$ cat config.mk
export PLATFORM = sky130hd
export DESIGN_NAME = tfu_core
export DESIGN_NICKNAME = d
export VERILOG_FILES = /design/src/rtl/tfu_pkg.sv /design/src/rtl/tfu_tok_fifo.sv /design/src/rtl/tfu_opnd_port.sv /design/src/rtl/tfu_alu.sv /design/src/rtl/tfu_core.sv
export SDC_FILE = /design/constraint.sdc
export NUM_CORES = 1
export LEC_CHECK = 0
export BUFFER_PORTS_ARGS = -buffer_cell sky130_fd_sc_hd__buf_2
export CAP_MARGIN = 0
export CORE_ASPECT_RATIO = 2
export CORE_MARGIN = 2
export CORE_UTILIZATION = 60
export DETAILED_ROUTE_END_ITERATION = 8
export PLACE_DENSITY_LB_ADDON = 0.15
export SYNTH_ARGS = -nofsm -noshare
export SYNTH_HDL_FRONTEND = slang
export SYNTH_SLANG_ARGS = --single-unit
$ cat constraint.sdc
create_clock -name clk -period 11.3 [get_ports clk]
set_input_delay 1.13 -clock clk [delete_from_list [all_inputs] [get_ports clk]]
set_output_delay 1.13 -clock clk [all_outputs]
set_load 0.005 [all_outputs]
$ cat src/rtl/tfu_pkg.sv
package tfu_pkg;
  typedef enum logic [2:0] {
    OP_ADD  = 3'd0,
    OP_SUB  = 3'd1,
    OP_AND  = 3'd2,
    OP_OR   = 3'd3,
    OP_XOR  = 3'd4,
    OP_SHL  = 3'd5,
    OP_PASS = 3'd6,
    OP_ZERO = 3'd7
  } tfu_op_e;

  localparam int OP_W = 3;

  function automatic logic op_uses_a(tfu_op_e op);
    return op != OP_ZERO;
  endfunction

  function automatic logic op_uses_b(tfu_op_e op);
    return op <= OP_SHL;
  endfunction
endpackage

$ cat src/rtl/tfu_tok_fifo.sv
module tfu_tok_fifo #(
  parameter int W     = 16,
  parameter int DEPTH = 4
) (
  input  logic         clk,
  input  logic         rst_n,
  input  logic         push,
  input  logic [W-1:0] din,
  input  logic         pop,
  output logic [W-1:0] dout,
  output logic         empty,
  output logic         full,
  output logic [$clog2(DEPTH+1)-1:0] count
);
  localparam int PW = (DEPTH > 1) ? $clog2(DEPTH) : 1;
  localparam int CW = $clog2(DEPTH+1);

  logic [W-1:0]  mem [DEPTH];
  logic [PW-1:0] wr_q, wr_d, rd_q, rd_d;
  logic [CW-1:0] cnt_q, cnt_d;

  always_comb begin
    wr_d  = wr_q;
    rd_d  = rd_q;
    cnt_d = cnt_q;
    if (push) wr_d = (wr_q == PW'(DEPTH-1)) ? '0 : wr_q + 1'b1;
    if (pop)  rd_d = (rd_q == PW'(DEPTH-1)) ? '0 : rd_q + 1'b1;
    case ({push, pop})
      2'b10:   cnt_d = cnt_q + 1'b1;
      2'b01:   cnt_d = cnt_q - 1'b1;
      default: cnt_d = cnt_q;
    endcase
  end

  always_ff @(posedge clk or negedge rst_n) begin
    if (!rst_n) begin
      wr_q  <= '0;
      rd_q  <= '0;
      cnt_q <= '0;
    end else begin
      wr_q  <= wr_d;
      rd_q  <= rd_d;
      cnt_q <= cnt_d;
    end
  end

  always_ff @(posedge clk) begin
    if (push) mem[wr_q] <= din;
  end

  assign dout  = mem[rd_q];
  assign empty = (cnt_q == '0);
  assign full  = (cnt_q == CW'(DEPTH));
  assign count = cnt_q;
endmodule

$ cat src/rtl/tfu_opnd_port.sv
module tfu_opnd_port #(
  parameter int DW    = 32,
  parameter int TAG_W = 8
) (
  input  logic             clk,
  input  logic             rst_n,
  input  logic             in_valid,
  input  logic [DW-1:0]    in_data,
  input  logic [TAG_W-1:0] in_tag,
  input  logic             consume,
  output logic             held,
  output logic [DW-1:0]    data,
  output logic [TAG_W-1:0] tag
);
  logic             held_d;
  logic [DW-1:0]    data_q;
  logic [TAG_W-1:0] tag_q;

  always_comb begin
    held_d = held;
    if (consume)  held_d = 1'b0;
    if (in_valid) held_d = 1'b1;
  end

  always_ff @(posedge clk or negedge rst_n) begin
    if (!rst_n) begin
      held   <= 1'b0;
      data_q <= '0;
      tag_q  <= '0;
    end else begin
      held <= held_d;
      if (in_valid) begin
        data_q <= in_data;
        tag_q  <= in_tag;
      end
    end
  end

  assign data = data_q;
  assign tag  = tag_q;
endmodule

$ cat src/rtl/tfu_alu.sv
module tfu_alu
  import tfu_pkg::*;
#(
  parameter int DW = 32
) (
  input  tfu_op_e       op,
  input  logic [DW-1:0] a,
  input  logic [DW-1:0] b,
  output logic [DW-1:0] y
);
  localparam int SHW = $clog2(DW);

  always_comb begin
    case (op)
      OP_ADD:  y = a + b;
      OP_SUB:  y = a - b;
      OP_AND:  y = a & b;
      OP_OR:   y = a | b;
      OP_XOR:  y = a ^ b;
      OP_SHL:  y = a << b[SHW-1:0];
      OP_PASS: y = a;
      default: y = '0;
    endcase
  end
endmodule

$ cat src/rtl/tfu_core.sv
module tfu_core
  import tfu_pkg::*;
#(
  parameter int DW      = 32,
  parameter int TAG_W   = 8,
  parameter int UID_W   = 4,
  parameter int DEST_W  = 4,
  parameter int DEPTH   = 4,
  parameter int UNIT_ID = 5
) (
  input  logic              clk,
  input  logic              rst_n,
  input  logic              tok_valid,
  output logic              tok_ready,
  input  logic [UID_W-1:0]  tok_unit,
  input  logic [2:0]        tok_op,
  input  logic [TAG_W-1:0]  tok_tag,
  input  logic [DEST_W-1:0] tok_dest,
  input  logic              tok_inc,
  input  logic              opa_valid,
  input  logic [DW-1:0]     opa_data,
  input  logic [TAG_W-1:0]  opa_tag,
  input  logic              opb_valid,
  input  logic [DW-1:0]     opb_data,
  input  logic [TAG_W-1:0]  opb_tag,
  output logic              res_valid,
  input  logic              res_ready,
  output logic [DW-1:0]     res_data,
  output logic [TAG_W-1:0]  res_tag,
  output logic [DEST_W-1:0] res_dest
);
  localparam int TOK_W = OP_W + TAG_W + DEST_W + 1;
  localparam int CW    = $clog2(DEPTH+1);
  localparam int NPORT = 2;

  logic             q_push, q_pop, q_empty, q_full;
  logic [TOK_W-1:0] q_head;
  logic [CW-1:0]    q_count;

  tfu_op_e           h_op;
  logic [TAG_W-1:0]  h_tag;
  logic [DEST_W-1:0] h_dest;
  logic              h_inc;

  logic [NPORT-1:0]  p_in_v, p_consume, p_held, p_need, p_ok;
  logic [DW-1:0]     p_in_d  [NPORT];
  logic [TAG_W-1:0]  p_in_t  [NPORT];
  logic [DW-1:0]     p_data  [NPORT];
  logic [TAG_W-1:0]  p_tag   [NPORT];

  logic              out_free, fire;
  logic [DW-1:0]     alu_y;

  logic              rv_d;
  logic [DW-1:0]     rd_d;
  logic [TAG_W-1:0]  rt_d;
  logic [DEST_W-1:0] rdst_d;

  assign tok_ready = !q_full;
  assign q_push    = tok_valid && tok_ready && (tok_unit == UID_W'(UNIT_ID));

  tfu_tok_fifo #(.W(TOK_W), .DEPTH(DEPTH)) u_fifo (
    .clk   (clk),
    .rst_n (rst_n),
    .push  (q_push),
    .din   ({tok_op, tok_tag, tok_dest, tok_inc}),
    .pop   (q_pop),
    .dout  (q_head),
    .empty (q_empty),
    .full  (q_full),
    .count (q_count)
  );

  assign h_op   = tfu_op_e'(q_head[TOK_W-1 -: OP_W]);
  assign h_tag  = q_head[DEST_W+1 +: TAG_W];
  assign h_dest = q_head[1 +: DEST_W];
  assign h_inc  = q_head[0];

  assign p_in_v = {opb_valid, opa_valid};
  assign p_in_d[0] = opa_data;
  assign p_in_d[1] = opb_data;
  assign p_in_t[0] = opa_tag;
  assign p_in_t[1] = opb_tag;
  assign p_need = {op_uses_b(h_op), op_uses_a(h_op)};

  for (genvar g = 0; g < NPORT; g++) begin : g_port
    tfu_opnd_port #(.DW(DW), .TAG_W(TAG_W)) u_port (
      .clk      (clk),
      .rst_n    (rst_n),
      .in_valid (p_in_v[g]),
      .in_data  (p_in_d[g]),
      .in_tag   (p_in_t[g]),
      .consume  (p_consume[g]),
      .held     (p_held[g]),
      .data     (p_data[g]),
      .tag      (p_tag[g])
    );
    assign p_ok[g]      = !p_need[g] || (p_held[g] && (p_tag[g] == h_tag));
    assign p_consume[g] = fire && p_need[g];
  end

  assign out_free = !res_valid || res_ready;
  assign fire     = !q_empty && (&p_ok) && out_free;
  assign q_pop    = fire;

  tfu_alu #(.DW(DW)) u_alu (
    .op (h_op),
    .a  (p_data[0]),
    .b  (p_data[1]),
    .y  (alu_y)
  );

  always_comb begin
    rv_d   = res_valid;
    rd_d   = res_data;
    rt_d   = res_tag;
    rdst_d = res_dest;
    if (res_valid && res_ready) rv_d = 1'b0;
    if (fire) begin
      rv_d   = 1'b1;
      rd_d   = alu_y;
      rt_d   = h_tag + TAG_W'(h_inc);
      rdst_d = h_dest;
    end
  end

  always_ff @(posedge clk or negedge rst_n) begin
    if (!rst_n) begin
      res_valid <= 1'b0;
      res_data  <= '0;
      res_tag   <= '0;
      res_dest  <= '0;
    end else begin
      res_valid <= rv_d;
      res_data  <= rd_d;
      res_tag   <= rt_d;
      res_dest  <= rdst_d;
    end
  end
endmodule

==> After elaboration in Yosys (flattened, before gate mapping) <==
Memories as Yosys holds them, arrays and structs flattened.
Index checks and enable logic that the tools add are counted.
{ "word_totals": {"out_inout_bits": 46, "memories": 1, "elab_cells": 77, "inputBits": 106, "reg_bits": 134, "ramBits": 64} }
{ "op_classes": {"muxes": 12, "magnitude_cmp": 1, "n_reduce_logical": 24, "shifts": 1, "bitwise_logic": 3, "n_eq_ne": 15, "addsub": 7} }
{ "memory_table": {"columns": ["memory", "depth", "width", "rd", "rd_ports_with_merged_regs", "write_ports", "line", "text"], "rows": [
  ["u_fifo.mem", 4, 16, 1, 0, 1, "tfu_tok_fifo.sv:18", "logic [W-1:0] mem [DEPTH];"]
]} }
{ "op_table": {"columns": ["operator", "count"], "rows": [
  ["$pmux 32 s7", 1],
  ["$add 32x32->32", 1],
  ["$and 32x32->32", 1],
  ["$or 32x32->32", 1],
  ["$shl 32x5->32", 1],
  ["$sub 32x32->32", 1],
  ["$xor 32x32->32", 1],
  ["$eq 8x8->1", 2],
  ["$eq 3x3->1 const B", 4],
  ["$logic_and 1x1->1", 9],
  ["$add 8x1->8", 1],
  ["$mux 1", 8],
  ["$reduce_bool 2->1", 4],
  ["$eq 2x2->1 const B", 3],
  ["$eq 3x2->1 const B", 2],
  ["$logic_not 3->1", 2],
  ["$pmux 3 s2", 1],
  ["$logic_not 1->1", 5],
  ["$add 2x1->2 const B", 2],
  ["$eq 4x3->1 const B", 1],
  ["$mux 2", 2],
  ["$add 3x1->3 const B", 1],
  ["$eq 3x1->1 const B", 1],
  ["$le 3x3->1 const B", 1],
  ["other kinds (5)", 7]
]} }

==> Depth between registers and ports, before layout <==
Gate-level depths: netlist of the first run.
An unclocked memory read counts as a cell.
{ "depth": {"ltp_word": 10, "ltp_mapped": 18, "depth_no_buf": 17} }

==> Modules after synthesis <==
A second synthesis of the first run with hierarchy kept.
{ "hier_totals": {"hier_cells": 1402, "area_unflattened_um2": 14764.2} }
{ "modules_own_cells": {"columns": ["module", "seq_area_each_um2", "cells_each", "instances", "area_per_inst_um2"], "rows": [
  ["tfu_alu", 0.0, 949, 1, 6403.6],
  ["tfu_opnd_port", 1026.0, 88, 2, 1725.4],
  ["tfu_tok_fifo", 2097.0, 122, 1, 2768.9],
  ["tfu_core", 1126.1, 155, 1, 2140.8]
]} }

==> Worst setup path before layout of the first run <==
OpenSTA, ideal clock, no wires.
{ "synth_path": {"path_type": "flip-flop to flip-flop", "start": "register u_fifo.rd_q[0]", "end": "register res_data[30]", "period_less_slack_ns": 4.216, "n_path_buf": 5, "arrival_time_ns": 4.093, "stages_incl_launch_ff": 19, "setup_slack_ns": 7.084, "required_time_ns": 11.177, "setup_time_ns": 0.123, "cell_sequence": "dfrtp_1 -> buf_6 -> buf_6 -> mux4_2 -> buf_2 -> nand2_1 -> clkbuf_1 -> o21ai_0 -> xnor2_1 -> ha_1 -> clkbuf_1 -> nand4_1 -> nor2_1 -> a41oi_1 -> and2_1 -> a311oi_1 -> nand4_1 -> mux2_2 -> o221a_1"} }
{ "synth_between": {"elab_chain_len": 7, "elab_cells_between_ends": 22, "classes_between": "order compare: 1; eq/ne: 9; mux: 1; reduce/logical: 10; memory: 1"} }
{ "synth_rtl": {"columns": ["element", "line", "text"], "rows": [
  ["start, declared", "tfu_tok_fifo.sv:19", "logic [PW-1:0] wr_q, wr_d, rd_q, rd_d;"],
  ["start signal, assigned", "tfu_tok_fifo.sv:42", "rd_q <= rd_d;"],
  ["$mem_v2 4x16 (*)", null, null],
  ["$le 3x3->1, or another cell as far along", "tfu_pkg.sv:20", "return op <= OP_SHL;"],
  ["$logic_not 1->1 / $logic_and 1x1->1 (equally long branches)", "tfu_core.sv:98", "assign p_ok[g] = !p_need[g] || (p_held[g] && (p_tag[g] == h_tag));"],
  ["$logic_or 1x1->1", "tfu_core.sv:98", null],
  ["$reduce_and 2->1", "tfu_core.sv:103", "assign fire = !q_empty && (&p_ok) && out_free;"],
  ["$logic_and 1x1->1 (2 in a row)", "tfu_core.sv:103", null],
  ["end signal, assigned", "tfu_core.sv:135", "res_data <= rd_d;"],
  ["end, declared", "tfu_core.sv:28", "output logic [DW-1:0] res_data,"]
]} }
Every way passes the cells marked *; elsewhere a longest branch is shown, timed or not.
A chain may end at the register's enable or synchronous reset.

==> Worst setup path after layout of the first run <==
{ "layout_path": {"start": "register u_fifo.rd_q[0]", "end": "register res_data[17]"} }
Same word-level chain as after synthesis.

==> results.cfg, run 1 <==
[setup_path]
crit_type = flop to flop
cp_data_arrival_time_ns = 6.26
required_ns = 11.60
cp-start-kind = flop
cp_max_fo = 30
end_kind = flop

[synthesis]
syn_inst = 1431
synth_edf_count = 64
syn_nets = 1644
synth_flop_cell = dfrtp_1
syn_avg_cell_area_um2 = 9.654
ys_seq_elements = 198
synthArstFlopShare = 0.6768
ys_types = 78
ys_seq_area_frac = 0.3818
ys_warn_count = 0
syn_area_um2 = 13810

[detailed_routing]
drc = 0
drt_iter0_markers = 925
drt_first_pass_iters = 7
routed_via_density = 6.654
wirelength_um = 46900
wire_per_inst_um = 25.78
num_vias = 12104
ant_nets = 0

[timing]
period_needed_ns = 5.966
fin_crit_sh = 0.5279
slew_viol_final = 0
holdWs_ns = 0.4970
max_slew_margin = 0.2716
finalSetupViolCount = 0
grt_setup_unrepaired = false
hold_viol = 0
fin_setup_tns_ns = 0
max_freq_mhz = 167.6
skew_ns = 0.01346
tightest_slew_ns = 1.090

[die]
coreArea_um2 = 22640
start_util = 0.6101
core.rowCount = 78
die_w_um = 111.3
dieArea_um2 = 24330
die_y_um = 218.6
ios = 152

[placed_design]
io_buffer_count = 151
place_hpwl_um = 34250
routabilityCongestion = 1.078

[run_status]
outcome = finished clean

[clock_network]
cts_sinks = 198
root_buffer = clkbuf_16
worstSkewPairLatency_ns = 0.47
cts_tree = yes
htreeDepth = 4
ctsHoldBuffers = 0
path_clk_slew_ns = 0.07
cts_buffers = 17
cts_setup_buffers = 0
cts_resized = 0
clockBufferDepth = 2

[global_route]
first_global_vias = 12445
use_met1 = 0.3862
grt_usage = 0.3894
antenna_found_initial = 1
globalRouteOverflowTotal = 0
use_met3 = 0.06517
busiest_layer = met2
grt_pass1_wl_um = 71200
use_met2 = 0.7106
grt_max_degree = 86

[finish]
multiInputGateArea_um2 = 7818
ff_latch_area_um2 = 5276
drive_above_1_share = 0.1912
area_growth_pct = 10.30
n_fill_cell = 1839
fin_nets = 1738

[power]
p_leak_nw = 6.434
ir_drop_mv = 0.1912
power_density_nw_per_um2 = 227.3

[flow_run]
cap_viol_max_count = 0

[worst_hold_path]
hold_path_class = flop to flop
==> placed cells by master, fill, tap and decap left out, types with 5 or more instances in the layout <==
cell type and instances:
nand2_1 159, buf_2 150, dfrtp_1 133, o21ai_0 126, ha_1 105, nor2_1 101
a21oi_1 91, inv_1 76, edfxtp_1 64, xnor2_1 59, mux4_2 38, mux2i_1 36
mux2_2 35, a31oi_1 23, a22oi_1 22, nand3_1 21, nand4_1 19, buf_4 18
o211ai_1 17, clkbuf_16 17, xor2_1 15, a221oi_1 14, a21o_1 13, nor3_1 12
and2_1 12, o31ai_1 11, a211oi_1 10, nor2b_1 8, nor4_1 7, o2bb2ai_1 7
a41oi_1 6, o22ai_1 6, o2111ai_1 6, and3_1 5
==> final cells by class <==
type                            instances  share of cell area
Sequential cell                       198              0.3463
Tap cell                              280             0.02299
Antenna cell                            1           0.0001642
Multi-Input combinational cell       1059              0.5131
Clock buffer                           17             0.02792
Inverter                               80             0.01971
Clock inverter                         15             0.01100
Timing Repair Buffer                  169             0.05888
==> metal layers <==
layer  routed length, um  up-vias  share of wire
met5                   0        -              0
met4                4066        0          0.087
met3                2670      222          0.057
met2               24760      588           0.53
met1               15410     5877           0.33
li1                    -     5417              -
==> cell usage after synthesis (all sizes together), types with 17 or more instances <==
| master | n | area (um^2) |
|---|---|---|
| nand2 | 160 | 603.1 |
| dfrtp | 134 | 3353 |
| o21ai | 126 | 630.6 |
| ha | 105 | 1314 |
| nor2 | 102 | 382.9 |
| a21oi | 96 | 499.2 |
| inv | 78 | 292.8 |
| edfxtp | 64 | 1922 |
| xnor2 | 59 | 516.8 |
| clkbuf | 57 | 216.5 |
| mux4 | 38 | 855.8 |
| buf | 37 | 217.7 |
| mux2i | 36 | 360.4 |
| mux2 | 35 | 394.1 |
| a31oi | 23 | 143.9 |
| a22oi | 22 | 165.2 |
| nand3 | 21 | 105.1 |
| nand4 | 19 | 118.9 |
| o211ai | 17 | 127.6 |
==> metrics by stage <==
| stage | util | cells | instance area (um^2) | setup slack [ns] | total power, mW |
|---|---|---|---|---|---|
| global route | 0.6730 | 1819 | 15240 | 5.075 | 3.641 |
| floorplan | - | 1431 | 13810 | 7.084 | 2.205 |
| CTS | 0.6729 | 1818 | 15230 | 5.479 | 3.430 |
| finish | 0.6730 | 1819 | 15240 | 5.334 | 3.464 |
| global placement | 0.6467 | 1786 | 14640 | 5.548 | 2.770 |
| detailed placement | 0.6467 | 1786 | 14640 | 5.510 | 2.792 |
==> state kept, by name (all words and copies together) (netlist names) <==
signal              cells
u_fifo.rd_q             2
res_tag                 8
g_port.u_port.data     64
res_valid               1
u_fifo.wr_q             2
g_port.u_port.tag      16
g_port.u_port.held      2
res_dest                4
res_data               32
u_fifo.mem             64
u_fifo.count            3
==> critical path, cell delays in order, from the launching register on <==
cell and delay [ns]:
dfrtp_1 0.32, buf_4 0.34, mux4_2 0.79, nor2_2 0.19, buf_4 0.42, and2_1 0.62
a31oi_1 0.11, xnor2_1 0.16, ha_1 0.37, a21o_1 0.26, o31ai_1 0.87, o21ai_0 0.32
a21boi_0 0.55, xnor2_1 0.13, a21oi_1 0.21, a21oi_1 0.09
==> report_power, final <==
group	internal (mW)	total (mW)	leakage, nW	switching [mW]
Clock	0.313	0.627	0.280	0.313
Combinational	0.701	1.86	3.99	1.16
Sequential	0.869	0.973	2.16	0.104
==> kinds of logic after synthesis <==
family / after synthesis / share of synthesized area
flops: 198 / 0.3818
fa+ha+maj: 107 / 0.09800
xor+xnor: 74 / 0.04692
mux: 109 / 0.1166
buf+inv: 174 / 0.05317
compound gates: 403 / 0.1857
simple gates: 366 / 0.1178
==> worst paths after layout <==
check	from	endpoint	slack (ns)	depth (start not counted)
min reg2reg	g_port[0].u_port.held	g_port[0].u_port.held	0.50	1
max reg2reg	u_fifo.rd_q[0]	res_data[17]	5.33	15
min in group asynchronous	rst_n	res_data[9]	0.61	1
max	u_fifo.rd_q[0]	res_data[17]	5.33	15
max in group asynchronous	rst_n	g_port[1].u_port.data[1]	9.27	2
min	g_port[0].u_port.held	g_port[0].u_port.held	0.50	1
(Power assumes the default switching activity.)
==> run 2, diff against run 1 <==
--- a/config.mk
+++ b/config.mk
@@ -5,6 +5,7 @@
 export SDC_FILE = /design/constraint.sdc
 export NUM_CORES = 1
 export LEC_CHECK = 0
+export ABC_AREA = 1
 export BUFFER_PORTS_ARGS = -buffer_cell sky130_fd_sc_hd__buf_2
 export CAP_MARGIN = 0
 export CORE_ASPECT_RATIO = 2
==> constraint.sdc (replaced) <==
create_clock -name clk -period 5.7 [get_ports clk]
set_input_delay 0.57 -clock clk [delete_from_list [all_inputs] [get_ports clk]]
set_output_delay 0.57 -clock clk [all_outputs]
set_load 0.005 [all_outputs]
==> run 2 against run 1 <==
  * Routed wire length rose by 21%
  * Global-route usage rose by 6.1 points
  * Register-to-register slack got worse by 4.2 ns
  * Critical endpoint is now res_data[26]
  * Setup slack got worse by 4.2 ns
  * Largest cell class unchanged
  * Critical path depth rose by 9
==> results.cfg, run 2 <==
[run_status]
outcome = finished clean

[clock_network]
root_buffer = clkbuf_16
worstSkewPairLatency_ns = 0.48
cts_sinks = 198
cts_setup_buffers = 0
cts_buffers = 17
cts_tree = yes
cts_resized = 0
htreeDepth = 4
path_clk_slew_ns = 0.09
ctsHoldBuffers = 0
clockBufferDepth = 2

[timing]
finalSetupViolCount = 0
fin_crit_sh = 0.7936
max_slew_margin = 0.05373
holdWs_ns = 0.1621
fin_setup_tns_ns = 0
tightest_slew_ns = 1.405
slew_viol_final = 0
skew_ns = 0.01300
max_freq_mhz = 221.1
period_needed_ns = 4.524
grt_setup_unrepaired = false
hold_viol = 0

[setup_path]
crit_path_frequent_cell = nand2_1
crit_type = flop to flop
crit_path_start = u_fifo.rd_q[0]
cp_max_fo = 32
cp_slowest_stage_delay_ns = 0.51
end_kind = flop
cp_data_arrival_time_ns = 4.89
path_buf_inv = 4
cp-start-kind = flop
path_delay_family = simple AND/OR/NAND/NOR gates
required_ns = 6.07
path_cells = inv_4, nand2_1, nand3_1, nand2_1, nand2_1, buf_4, inv_2, nand2_2, inv_1, o21ai_0, fa_1, nand2_1, nand2_1, nand2_1, o21bai_1, nand3_1, nand2_1, nand2_1, nand2_1, nand2_1, nand3_1, nand2_1, nand2_1, nand2_1
crit-reg2reg-launch = u_fifo.rd_q[0]
cpMaxStageDelayCell = o21bai_1

[die]
core.rowCount = 80
coreArea_um2 = 23920
start_util = 0.6125
die_w_um = 114.5
ios = 152
dieArea_um2 = 25760
die_y_um = 225

[detailed_routing]
drc = 0
wire_per_inst_um = 22.35
routed_via_density = 6.079
drt_iter0_markers = 1431
drt_first_pass_iters = 8
wirelength_um = 56550
num_vias = 15381
ant_nets = 0

[finish]
area_growth_pct = 10.70
final_common_cell = nand2_1
fin_nets = 2439
final_cell_mix = nand2_1, nand3_1, inv_1
drive_above_1_share = 0.1067

[synthesis]
ys_types = 42
syn_area_um2 = 14650
ys_warn_count = 0
netlist_top_cells_area = dfrtp_1, nand2_1, edfxtp_1
ys_seq_area_frac = 0.3600
ys_seq_elements = 198
synth_largest_area_cell = dfrtp_1
syn_inst = 2114
synthArstFlopShare = 0.6768
synth_edf_count = 64
synth.most_common_cell = nand2_1
synth_flop_cell = dfrtp_1
syn_avg_cell_area_um2 = 6.931
syn_nets = 2327
synth_top_area_frac = 0.2288
netlist_top_cells_count = nand2_1, nand3_1, inv_1

[power]
power_density_nw_per_um2 = 451.6
power_frac_comb = 0.561
seqPwrFrac = 0.258
p_leak_nw = 8.490
clkPwrFrac = 0.181
swShare = 0.5142
ir_drop_mv = 0.4035
switchingPower_mw = 3.767
intPower_mw = 3.559

[placed_design]
routabilityCongestion = 1.074
place_hpwl_um = 41750
io_buffer_count = 151

[global_route]
grt_usage = 0.4500
grt_pass1_wl_um = 84860
globalRouteOverflowTotal = 0
grt_max_degree = 88
antenna_found_initial = 3
first_global_vias = 15227

[worst_hold_path]
hold_path_class = input pin to async pin

[flow_run]
cap_viol_max_count = 0
==> run 2: per-stage QoR <==
step	utilization	std cells	cell area (um^2)	worst slack [ns]	total power [mW]
after floorplan	-	2114	14650	2.173	4.417
after global placement	0.6507	2494	15570	1.487	5.734
after detailed placement	0.6507	2494	15570	1.440	5.814
after CTS	0.6776	2526	16210	1.410	7.152
after global routing	0.6776	2526	16210	0.7575	7.764
final	0.6780	2530	16220	1.176	7.326
==> run 2: cells by family (layout without fill, tap and decap cells) <==
logic type	Yosys count	after routing	synth area share
other	0	4	0
AO/OA/AOI/OAI	284	284	0.1043
XOR/XNOR	40	40	0.02442
buffers and inverters	296	421	0.08394
AND/OR/NAND/NOR	1189	1189	0.3349
flip-flops	198	198	0.3600
adder cells (fa/ha/maj)	107	107	0.09239
==> run 2: final cells by class <==
cell class,count,area [um^2]
tap,287,359.1
sequential,198,5275
clock buffer,17,425.4
timing repair buffer,177,969.7
multi-input combinational,1620,8163
inverter,212,800.8
clock inverter,15,217.7
fill,2081,7702
antenna,4,10.01
==> run 2: path summary, 6_finish.rpt <==
kind / endpoint / cells past startpoint / slack, ns
min reg2reg: res_data[12] / 2 / 0.47
max in group asynchronous: g_port[0].u_port.data[9] / 2 / 4.25
max: res_data[26] / 24 / 1.18
min in group clk: g_port[1].u_port.data[3] / 3 / 0.29
max reg2reg: res_data[26] / 24 / 1.18
min: g_port[0].u_port.data[6] / 1 / 0.16
==> run 2: power groups by stage <==
stage          Combinational [mW]  Sequential, mW  Clock (mW)
6_report                     4.11            1.89        1.33
4_1_cts                      3.94            1.88        1.33
5_1_grt                      4.48            1.91        1.38
2_1_floorplan                2.57            1.84           0
3_3_place_gp                 3.84            1.89           0
3_5_place_dp                 3.91            1.90           0
==> run 2: layer usage <==
metal / up-vias / share of wire / GRT usage
met2: 899 / 0.47 / 0.7416
met1: 7020 / 0.31 / 0.4242
met4: 0 / 0.13 / 0.4685
li1: 7082 / - / -
met5: - / 0 / 0
met3: 380 / 0.084 / 0.1261
